`src/rtl/conv_seq_pkg.sv`:
```
package conv_seq_pkg;

    typedef enum logic [1:0] {
        SRC_D1   = 2'd0,
        SRC_D2   = 2'd1,
        SRC_DIFF = 2'd2
    } src_e;

    typedef enum logic [2:0] {
        OP_NONE,
        OP_SLEEP,
        OP_CLEAR,
        OP_SELF,
        OP_EXT
    } op_e;

    typedef enum logic [1:0] {
        RUN_IDLE,
        RUN_SELF,
        RUN_EXT
    } run_e;

    typedef struct packed {
        op_e  op;
        src_e src;
    } cmd_t;

    localparam logic [7:0] CODE_SLEEP = 8'h8C;
    localparam logic [7:0] CODE_CLEAR = 8'h0C;

    // bits[5:4]: 00 self-timed, 11 externally bounded; bits[3:2]: source
    function automatic cmd_t decode_cmd(input logic [7:0] b);
        cmd_t c;
        c.op  = OP_NONE;
        c.src = SRC_D1;
        if (b == CODE_SLEEP) begin
            c.op = OP_SLEEP;
        end else if (b == CODE_CLEAR) begin
            c.op = OP_CLEAR;
        end else if (b[7:6] == 2'b00 && b[1:0] == 2'b00 && b[3:2] != 2'b11 &&
                     (b[5:4] == 2'b00 || b[5:4] == 2'b11)) begin
            c.op  = (b[5:4] == 2'b11) ? OP_EXT : OP_SELF;
            c.src = src_e'(b[3:2]);
        end
        return c;
    endfunction

    function automatic logic is_known(input logic [7:0] b);
        cmd_t c;
        c = decode_cmd(b);
        return c.op != OP_NONE;
    endfunction

endpackage

```
`src/rtl/conv_sat_ctr.sv`:
```
module conv_sat_ctr #(
    parameter int W = 16
) (
    input  logic         clk,
    input  logic         rst,
    input  logic         clr,
    input  logic         inc,
    output logic [W-1:0] nxt,
    output logic         hit
);
    localparam logic [W-1:0] TOP = '1;

    logic [W-1:0] cnt_q;

    assign hit = inc && (cnt_q == TOP);
    assign nxt = (inc && cnt_q != TOP) ? cnt_q + 1'b1 : cnt_q;

    always_ff @(posedge clk) begin
        if (rst || clr) cnt_q <= '0;
        else            cnt_q <= nxt;
    end
endmodule

```
`src/rtl/conv_result_reg.sv`:
```
module conv_result_reg #(
    parameter int W = 16
) (
    input  logic         clk,
    input  logic         rst,
    input  logic         zero,
    input  logic         load,
    input  logic [W-1:0] res_in,
    input  logic [W-1:0] cyc_in,
    output logic [W-1:0] res,
    output logic [W-1:0] cyc,
    output logic         done
);
    always_ff @(posedge clk) begin
        if (rst || zero) begin
            res  <= '0;
            cyc  <= '0;
            done <= 1'b0;
        end else begin
            done <= load;
            if (load) begin
                res <= res_in;
                cyc <= cyc_in;
            end
        end
    end
endmodule

```
`src/rtl/conv_seq_top.sv`:
```
module conv_seq_top
    import conv_seq_pkg::*;
#(
    parameter int DATA_W    = 16,
    parameter int SELF_LOG2 = 15
) (
    input  logic              clk,
    input  logic              rst,
    input  logic              cmd_stb,
    input  logic [7:0]        cmd_byte,
    input  logic              osc_tick,
    input  logic              pulse_d1,
    input  logic              pulse_d2,
    output logic [DATA_W-1:0] conv_result,
    output logic [DATA_W-1:0] conv_cycles,
    output logic              conv_done,
    output logic              conv_ovf,
    output logic              conv_off
);
    localparam int NCTR = 2;     // index 0: pulses, index 1: ticks
    localparam logic [DATA_W-1:0] SELF_LEN = DATA_W'(1) << SELF_LOG2;

    cmd_t              cmd;
    logic              cmd_ok;
    run_e              run_q;
    src_e              src_q;
    logic              ph_d1_q;
    logic              off_q;
    logic              ovf_q;
    logic [DATA_W-1:0] hold_q;
    logic              sel_pulse;
    logic              running;
    logic [NCTR-1:0]   inc_v;
    logic [NCTR-1:0]   hit_v;
    logic [DATA_W-1:0] nxt_v [NCTR];
    logic              self_end;
    logic              ext_end;
    logic              win_end;
    logic              last_phase;
    logic              publish;
    logic              win_clr;
    logic              zero_out;
    logic [DATA_W-1:0] pub_val;
    logic              self_active;

    assign cmd    = decode_cmd(cmd_byte);
    assign cmd_ok = cmd_stb && (cmd.op != OP_NONE);

    always_comb begin
        case (src_q)
            SRC_D1:   sel_pulse = pulse_d1;
            SRC_D2:   sel_pulse = pulse_d2;
            default:  sel_pulse = ph_d1_q ? pulse_d1 : pulse_d2;
        endcase
    end

    assign running  = (run_q != RUN_IDLE);
    assign inc_v[0] = running && sel_pulse;
    assign inc_v[1] = running && osc_tick;

    generate
        for (genvar g = 0; g < NCTR; g++) begin : g_ctr
            conv_sat_ctr #(.W(DATA_W)) ctr_i (
                .clk (clk),
                .rst (rst),
                .clr (win_clr),
                .inc (inc_v[g]),
                .nxt (nxt_v[g]),
                .hit (hit_v[g])
            );
        end
    endgenerate

    assign self_end   = (run_q == RUN_SELF) && osc_tick && (nxt_v[1] == SELF_LEN);
    assign ext_end    = cmd_ok && (cmd.op == OP_EXT) && (run_q == RUN_EXT);
    assign win_end    = cmd_ok ? ext_end : self_end;
    assign last_phase = (src_q != SRC_DIFF) || ph_d1_q;
    assign publish    = win_end && last_phase;
    assign pub_val    = (src_q == SRC_DIFF) ? nxt_v[0] - hold_q : nxt_v[0];
    assign win_clr    = cmd_ok || self_end;
    assign zero_out   = cmd_ok && (cmd.op == OP_CLEAR);

    always_ff @(posedge clk) begin
        if (rst) begin
            run_q   <= RUN_IDLE;
            src_q   <= SRC_D1;
            ph_d1_q <= 1'b0;
            off_q   <= 1'b0;
            ovf_q   <= 1'b0;
            hold_q  <= '0;
        end else begin
            ovf_q <= win_clr ? 1'b0 : (ovf_q | (|hit_v));
            if (win_end && !last_phase) hold_q <= nxt_v[0];
            if (cmd_ok) begin
                ph_d1_q <= ext_end && (src_q == SRC_DIFF) && !ph_d1_q &&
                           (cmd.src == SRC_DIFF);
                src_q   <= cmd.src;
                off_q   <= (cmd.op == OP_SLEEP);
                case (cmd.op)
                    OP_SELF: run_q <= RUN_SELF;
                    OP_EXT:  run_q <= RUN_EXT;
                    default: run_q <= RUN_IDLE;
                endcase
            end else if (self_end && src_q == SRC_DIFF) begin
                ph_d1_q <= !ph_d1_q;
            end
        end
    end

    conv_result_reg #(.W(DATA_W)) res_i (
        .clk    (clk),
        .rst    (rst),
        .zero   (zero_out),
        .load   (publish),
        .res_in (pub_val),
        .cyc_in (nxt_v[1]),
        .res    (conv_result),
        .cyc    (conv_cycles),
        .done   (conv_done)
    );

    assign conv_ovf    = ovf_q;
    assign conv_off    = off_q;
    assign self_active = (run_q == RUN_SELF);

endmodule

```
`config.mk`:
```
export PLATFORM = sky130hd
export DESIGN_NAME = conv_seq_top
export DESIGN_NICKNAME = d
export VERILOG_FILES = /design/src/rtl/conv_seq_pkg.sv /design/src/rtl/conv_sat_ctr.sv /design/src/rtl/conv_result_reg.sv /design/src/rtl/conv_seq_top.sv
export SDC_FILE = /design/constraint.sdc
export NUM_CORES = 1
export LEC_CHECK = 0
export BUFFER_PORTS_ARGS = -buffer_cell sky130_fd_sc_hd__buf_2
export CAP_MARGIN = 20
export CORE_MARGIN = 3
export CORE_UTILIZATION = 54
export DETAILED_ROUTE_END_ITERATION = 8
export PLACE_DENSITY = 0.77
export SLEW_MARGIN = 30
export SYNTH_ARGS = -nofsm -noshare
export SYNTH_HDL_FRONTEND = slang
export SYNTH_SLANG_ARGS = --single-unit
```
`constraint.sdc`:
```
create_clock -name clk -period 4.24 [get_ports clk]
set_clock_uncertainty 0.05 [all_clocks]
set_input_delay 1.272 -clock clk [delete_from_list [all_inputs] [get_ports clk]]
set_output_delay 1.272 -clock clk [all_outputs]
set_load 0.02 [all_outputs]
```
* After elaboration in Yosys (flattened, before gate mapping)
Cells that the tools add are included.
** Cells by class
- Add/sub/neg operators :: 3
- Equality and inequality tests :: 19
- Mux-type cells :: 15
- Bitwise gates (word level) :: 1
- Reduce and logical (&&, ||, !) cells :: 37
** Operator list (number)
- $eq 16x16->1 const B :: 3
- $mux 16 :: 3
- $add 16x1->16 const B :: 2
- $ne 16x16->1 const B :: 2
- $logic_and 1x1->1 :: 21
- $sub 16x16->16 :: 1
- $mux 3 :: 3
- $eq 2x2->1 const B :: 4
- $eq 8x4->1 const B :: 1
- $eq 8x8->1 const B :: 1
- $logic_not 2->1 :: 4
- $eq 3x2->1 const B :: 2
- $logic_or 1x1->1 :: 5
- $mux 5 :: 1
- $eq 2x1->1 const B :: 2
- $mux 1 :: 4
- $mux 2 :: 2
- $ne 2x2->1 const B :: 2
- $pmux 2 s2 :: 1
- $reduce_bool 2->1 :: 2
- $reduce_or 2->1 :: 2
- $eq 3x1->1 const B :: 1
- $eq 3x3->1 const B :: 1
- $reduce_bool 3->1 :: 1
- 3 further kinds :: 4
** Storage, ports and cells
- Bits in registers :: 88
- Input port bits :: 14
- Output and inout bits :: 35
- Logic and storage cells :: 86

* Longest topological paths before layout
- Word-level depth :: 15
- Mapped depth :: 16
- Mapped depth without buffers :: 16

* By module
A second synthesis with hierarchy kept.
** Unflattened totals
- Cells, all modules :: 597
- Area, all modules :: 5198.7 um2
** Modules (own cells, without submodules)
- conv_seq_top :: instances 1, cells an instance 263, area each 1999.4 um2, seq. area each 460.4 um2
- conv_sat_ctr :: instances 2, cells an instance 113, area each 993.5 um2, seq. area each 320.3 um2
- conv_result_reg :: instances 1, cells an instance 108, area each 1212.4 um2, seq. area each 660.6 um2

* Worst setup path after synthesis
No wires, ideal clock.
- Path type :: input -> register
- Start point :: input port pulse_d1
- End point :: register res_i.res[14]
- Setup time :: 0.086 ns
- Arrival time :: 4.377 ns
- Setup slack :: -0.272 ns
- Stages on the path :: 15
- Buffers on the path :: 0
- Path through :: a21boi_0 o22ai_1 nor2_1 xnor2_1 ha_1 inv_1 fa_1 a21o_1 a221oi_1 a21oi_1 a211o_1 a31oi_1 xnor2_1 mux2i_1 a211oi_1
** On the way
- Longest elaborated chain between the ends :: 7
** Ends and longest elaborated chain
- from (decl) :: line conv_seq_top.sv:12 : input logic pulse_d1,
- $mux 1 :: line conv_seq_top.sv:53 : default: sel_pulse = ph_d1_q ? pulse_d1 : pulse_d2;
- $pmux 1 s2 (*) :: line conv_seq_top.sv:50 : case (src_q)
- $logic_and 1x1->1 (*) :: line conv_seq_top.sv:58 : assign inc_v[0] = running && sel_pulse;
- $logic_and 1x1->1 (*) :: line conv_sat_ctr.sv:16 : assign nxt = (inc && cnt_q != TOP) ? cnt_q + 1'b1 : cnt_q;
- $mux 16 (*) :: line conv_sat_ctr.sv:16
- $sub 16x16->16 :: line conv_seq_top.sv:79 : assign pub_val = (src_q == SRC_DIFF) ? nxt_v[0] - hold_q : nxt_v[0];
- $mux 16 (*) :: line conv_seq_top.sv:79
- to (signal assigned) :: line conv_result_reg.sv:22 : res <= res_in;
- to (decl) :: line conv_result_reg.sv:10 : output logic [W-1:0] res,
Mark *: on every way between the ends. The rest lies on a longest branch, timed or not.
A chain may end at the register's enable or synchronous reset.

* Worst setup path after layout
- Start point :: input port pulse_d1
- End point :: register res_i.res[13]
** On the way
- Longest elaborated chain between the ends :: 7
** Ends and longest elaborated chain
- $mux 1 :: line conv_seq_top.sv:53
- $pmux 1 s2 (*) :: line conv_seq_top.sv:50
- $logic_and 1x1->1 (*) :: line conv_seq_top.sv:58
- $logic_and 1x1->1 (*) :: line conv_sat_ctr.sv:16
- $mux 16 (*) :: line conv_sat_ctr.sv:16
- via g_ctr[0].ctr_i.nxt[1] :: line conv_sat_ctr.sv:8 : output logic [W-1:0] nxt,
- $sub 16x16->16 (*) :: line conv_seq_top.sv:79
- $mux 16 (*) :: line conv_seq_top.sv:79
Mark *: on every way through the listed nets, which the timed path passes. The rest lies on a longest branch.

==> tab_implementation.tex <==
\begin{tabular}{lr}
\hline
Metric & Value \\
\hline
\multicolumn{2}{l}{\textbf{Synthesis}} \\
\quad Avg Cell Area, Syn & approximately 8.5 µm² \\
\quad Post-synth cell types & 70 \\
\quad Post-synthesis net count & slightly above 600 \\
\quad Proportion of synthesized area in mux cells & 0.0739 \\
\quad Count of synthesis-stage warnings from yosys & 0 \\
\quad Number of enable flip-flop cells after synthesis & 0 \\
\quad Ys async rst share & 0 \\
\quad FF+latch count, synth & 88 \\
\quad Fraction of synthesized cell area taken by the top area cell type & 0.352 \\
\quad Post-synthesis share of cell area spent on full adders, half adders and majority gates & 0.0515 \\
\quad Primary FF master, synth & sky130\_fd\_sc\_hd\_\_dfxtp\_1 \\
\quad Share of the synthesized area in compound gates (AO/OA/AOI/OAI) & 0.184 \\
\quad Cell types with the largest area share after synthesis & sky130\_fd\_sc\_hd\_\_dfxtp\_1 (35\%), sky130\_fd\_sc\_hd\_\_mux2i\_1 (7.4\%), sky130\_fd\_sc\_hd\_\_xnor2\_1 (5.6\%), sky130\_fd\_sc\_hd\_\_nor2\_1 (5.5\%), sky130\_fd\_sc\_hd\_\_ha\_1 (4.7\%) \\
\quad Dominant combinational cell family by area after synthesis & simple AND/OR/NAND/NOR gates \\
\quad Cell area after technology mapping & 5010 µm² \\
\quad Synthesized instance count & around 600 \\
\quad Synthesized-area fraction occupied by xor and xnor cells & 0.0717 \\
\quad Seq/Total Area, Yosys & 0.352 \\
\quad Share of synthesized cell area in and, or, nand and nor gates & 0.214 \\
\quad Cell taking the most area after synthesis & sky130\_fd\_sc\_hd\_\_dfxtp\_1 \\
\multicolumn{2}{l}{\textbf{Clock tree}} \\
\quad Maximum level of the CTS H-tree & 3 \\
\quad TritonCTS clock tree & built \\
\quad Worst-case clock buffer depth & 2 \\
\quad Clock latency reported for the late side of the worst-skew pair & $\sim$370 ps \\
\quad Number of clock buffers inserted by TritonCTS & 9 \\
\quad TritonCTS sink count & between 80 and 90 \\
\quad Cell chosen for the clock root & sky130\_fd\_sc\_hd\_\_clkbuf\_8 \\
\quad Clock-pin slew on the worst setup and hold paths & $\sim$90 ps \\
\multicolumn{2}{l}{\textbf{Route}} \\
\quad Post-detailed-route count of antenna-violating nets & 0 \\
\quad Wire length reported by the detailed router & between 10 and 15 mm \\
\quad Via density & a little over 6 \\
\quad Vias after detailed routing & 4783 \\
\quad Starting DRC count in detailed routing & around 220 \\
\quad Average wire per cell in the routed design & about 17 µm \\
\quad Remaining design rule violation count & 0 \\
\quad Detailed-router iteration count before antenna repair & 7 \\
\multicolumn{2}{l}{\textbf{Cells and area}} \\
\quad Fin area & 6090 µm² \\
\quad Most frequent standard cell in the layout excluding fill and tap cells & sky130\_fd\_sc\_hd\_\_dfxtp\_1 \\
\quad Total inserted antenna cells & 0 \\
\quad Post-Layout Cell Count & between 700 and 800 \\
\quad Layout cells sized above 1 & 0.230 \\
\quad Count of nets after finishing & slightly above 700 \\
\quad Commonest non-fill, non-tap cells in the layout & sky130\_fd\_sc\_hd\_\_dfxtp\_1 (88), sky130\_fd\_sc\_hd\_\_nor2\_1 (73), sky130\_fd\_sc\_hd\_\_buf\_4 (62), sky130\_fd\_sc\_hd\_\_buf\_2 (48), sky130\_fd\_sc\_hd\_\_mux2i\_1 (36) \\
\quad Final core utilization & 0.688 \\
\quad Area growth from synthesis to layout & 21.6\% \\
\multicolumn{2}{l}{\textbf{Floorplanning}} \\
\quad Chip width & around 100 µm \\
\quad Starting Density & 0.566 \\
\quad Total die area & around 10000 µm² \\
\quad Chip height & about 100 µm \\
\quad Area inside the core boundary & between 8000 and 9000 µm² \\
\quad Row count & 34 \\
\quad I/O pin count & 49 \\
\multicolumn{2}{l}{\textbf{Outcome}} \\
\quad Result of the run & complete, no violations \\
\multicolumn{2}{l}{\textbf{Worst setup path}} \\
\quad Critical path class & input port to flop \\
\quad Critical path's slowest cell & sky130\_fd\_sc\_hd\_\_ha\_1 \\
\quad Worst-path maximum fanout & 3 \\
\quad Data arrival time of the worst path & around 4300 ps \\
\quad Critical path data required time & about 4500 ps \\
\quad List of cells traversed by the critical path & buf\_2 > a21boi\_2 > o22a\_1 > nand2b\_4 > mux2i\_4 > inv\_1 > ha\_1 > nor2b\_1 > o31a\_1 > o41ai\_1 > buf\_4 > a21oi\_1 > a221oi\_2 > xnor2\_1 > a21oi\_2 > a311oi\_1 \\
\quad Kind of launch point of the worst setup path & input port \\
\quad Worst setup EP type & flop \\
\quad Slowest cell delay on critical path & between 200 and 300 ps \\
\multicolumn{2}{l}{\textbf{Timing}} \\
\quad Final Hold Viols & 0 \\
\quad Total negative setup slack & 0 ps \\
\quad Max transition margin & 0.411 \\
\quad Setup repair after global routing missed its margin & no \\
\quad Setup ws final & around 170 ps \\
\quad Post-route fraction of the period consumed by the critical path & 0.960 \\
\quad Min Clock Period, post-route & approximately 4000 ps \\
\quad Maximum clock frequency & 246 MHz \\
\quad Worst-case hold slack & around 410 ps \\
\quad Fin. max-slew vios & 0 \\
\quad Setup Viol. Count Final & 0 \\
\quad Slew @ Worst Pin & 879 ps \\
\multicolumn{2}{l}{\textbf{Power}} \\
\quad Peak supply drop & roughly 180 µV \\
\quad Power density over cell area & 250 nW/µm² \\
\quad Static Leak & between 2 and 3 nW \\
\quad Total power of the final layout & 1.52 mW \\
\multicolumn{2}{l}{\textbf{Worst hold path}} \\
\quad Worst min path class & flop to flop \\
\multicolumn{2}{l}{\textbf{Flow run}} \\
\quad Max-cap violations & 0 \\
\multicolumn{2}{l}{\textbf{Global routing}} \\
\quad Overall Global Routing Usage & 0.272 \\
\quad Pin count of the biggest net entering global routing & 31 \\
\quad Total gr overflow & 0 \\
\quad Via count of the first global-routing pass & roughly 4.7k \\
\quad Antenna violations before repair & 0 \\
\quad Global-route wire length before repair & about 23 mm \\
\multicolumn{2}{l}{\textbf{Placement}} \\
\quad RePlAce Congestion & 0.912 \\
\quad Inst Count DP & around 780 \\
\quad Count of input and output buffers & 48 \\
\quad Cell area after placement & 5760 µm² \\
\quad Detail Placement HPWL & 9.90 mm \\
\quad Placement Setup Slack & -409 ps \\
\hline
\end{tabular}
-- registers in the layout, summed over array words and instances (netlist names) --
register / count
src_q: 2
hold_q: 16
conv_off: 1
conv_ovf: 1
res_i.cyc: 16
g_ctr.ctr_i.cnt_q: 32
res_i.res: 16
ph_d1_q: 1
run_q: 2
res_i.done: 1
-- synthesized netlist by cell type, types with 8 or more instances --
cell type and number:
sky130_fd_sc_hd__a211oi_1 9, sky130_fd_sc_hd__a21oi_1 30, sky130_fd_sc_hd__a311oi_1 12, sky130_fd_sc_hd__and2_1 9
sky130_fd_sc_hd__and3_1 8, sky130_fd_sc_hd__clkbuf_1 20, sky130_fd_sc_hd__dfxtp_1 88, sky130_fd_sc_hd__ha_1 19
sky130_fd_sc_hd__inv_1 33, sky130_fd_sc_hd__mux2i_1 37, sky130_fd_sc_hd__nand2_1 31, sky130_fd_sc_hd__nand3_1 14
sky130_fd_sc_hd__nand4_1 10, sky130_fd_sc_hd__nor2_1 74, sky130_fd_sc_hd__nor2b_1 13, sky130_fd_sc_hd__nor3_1 9
sky130_fd_sc_hd__nor4_1 8, sky130_fd_sc_hd__o21ai_0 14, sky130_fd_sc_hd__xnor2_1 32, sky130_fd_sc_hd__xor2_1 9
-- layer usage --
metal / GRT usage / part of all wire / vias up / wire, µm
met3: 0.0389 / 0.066 / 27 / 906
met4: 0.119 / 0.024 / 0 / 336
li1: - / - / 2297 / -
met1: 0.340 / 0.42 / 2282 / 5780
met2: 0.466 / 0.49 / 177 / 6750
met5: 0 / 0 / - / 0
-- timing repair --
item / in CTS / in global routing
gates resized for setup: 1 / 16
pin swaps: 0 / 1
endpoints found under the setup margin: 1 / 5
setup buffers: 0 / 1
hold buffers: 0 / 0
-- worst max-delay path: cells and delay by family --
family	cells	cell delay, ps
mux	1	240
buf+inv	3	380
fa+ha+maj	1	280
compound gates	8	1680
xor+xnor	1	190
simple gates	2	270
-- final timing paths --
kind	start	end	slack, ps	cells past startpoint
setup reg to reg	g_ctr[0].ctr_i.cnt_q[5]	res_i.res[13]	290	16
hold / removal	conv_off	conv_off	410	2
hold reg to reg	conv_off	conv_off	410	2
setup / recovery	pulse_d1	res_i.res[13]	170	16
-- final cells by class --
cell class / count / area (µm²)
multi-input combinational: 436 / 3120
fill: 668 / 2760
sequential: 88 / 1760
timing repair buffer: 111 / 726
clock buffer: 12 / 145
tap: 108 / 135
inverter: 33 / 124
clock inverter: 4 / 77.6
-- kinds of logic after synthesis --
logic type / Yosys count
AND/OR/NAND/NOR: 209
buffers and inverters: 62
XOR/XNOR: 41
flip-flops: 88
adder cells (fa/ha/maj): 20
AO/OA/AOI/OAI: 129
multiplexers: 37
-- report_power, final --
| group | switching, mW | total (mW) | internal, mW |
|---|---|---|---|
| Combinational | 0.0276 | 0.0398 | 0.0122 |
| Sequential | 0.000919 | 0.827 | 0.826 |
| Clock | 0.302 | 0.653 | 0.351 |
| Total | 0.330 | 1.52 | 1.19 |
No activity file was read; power rests on OpenSTA's default activity.
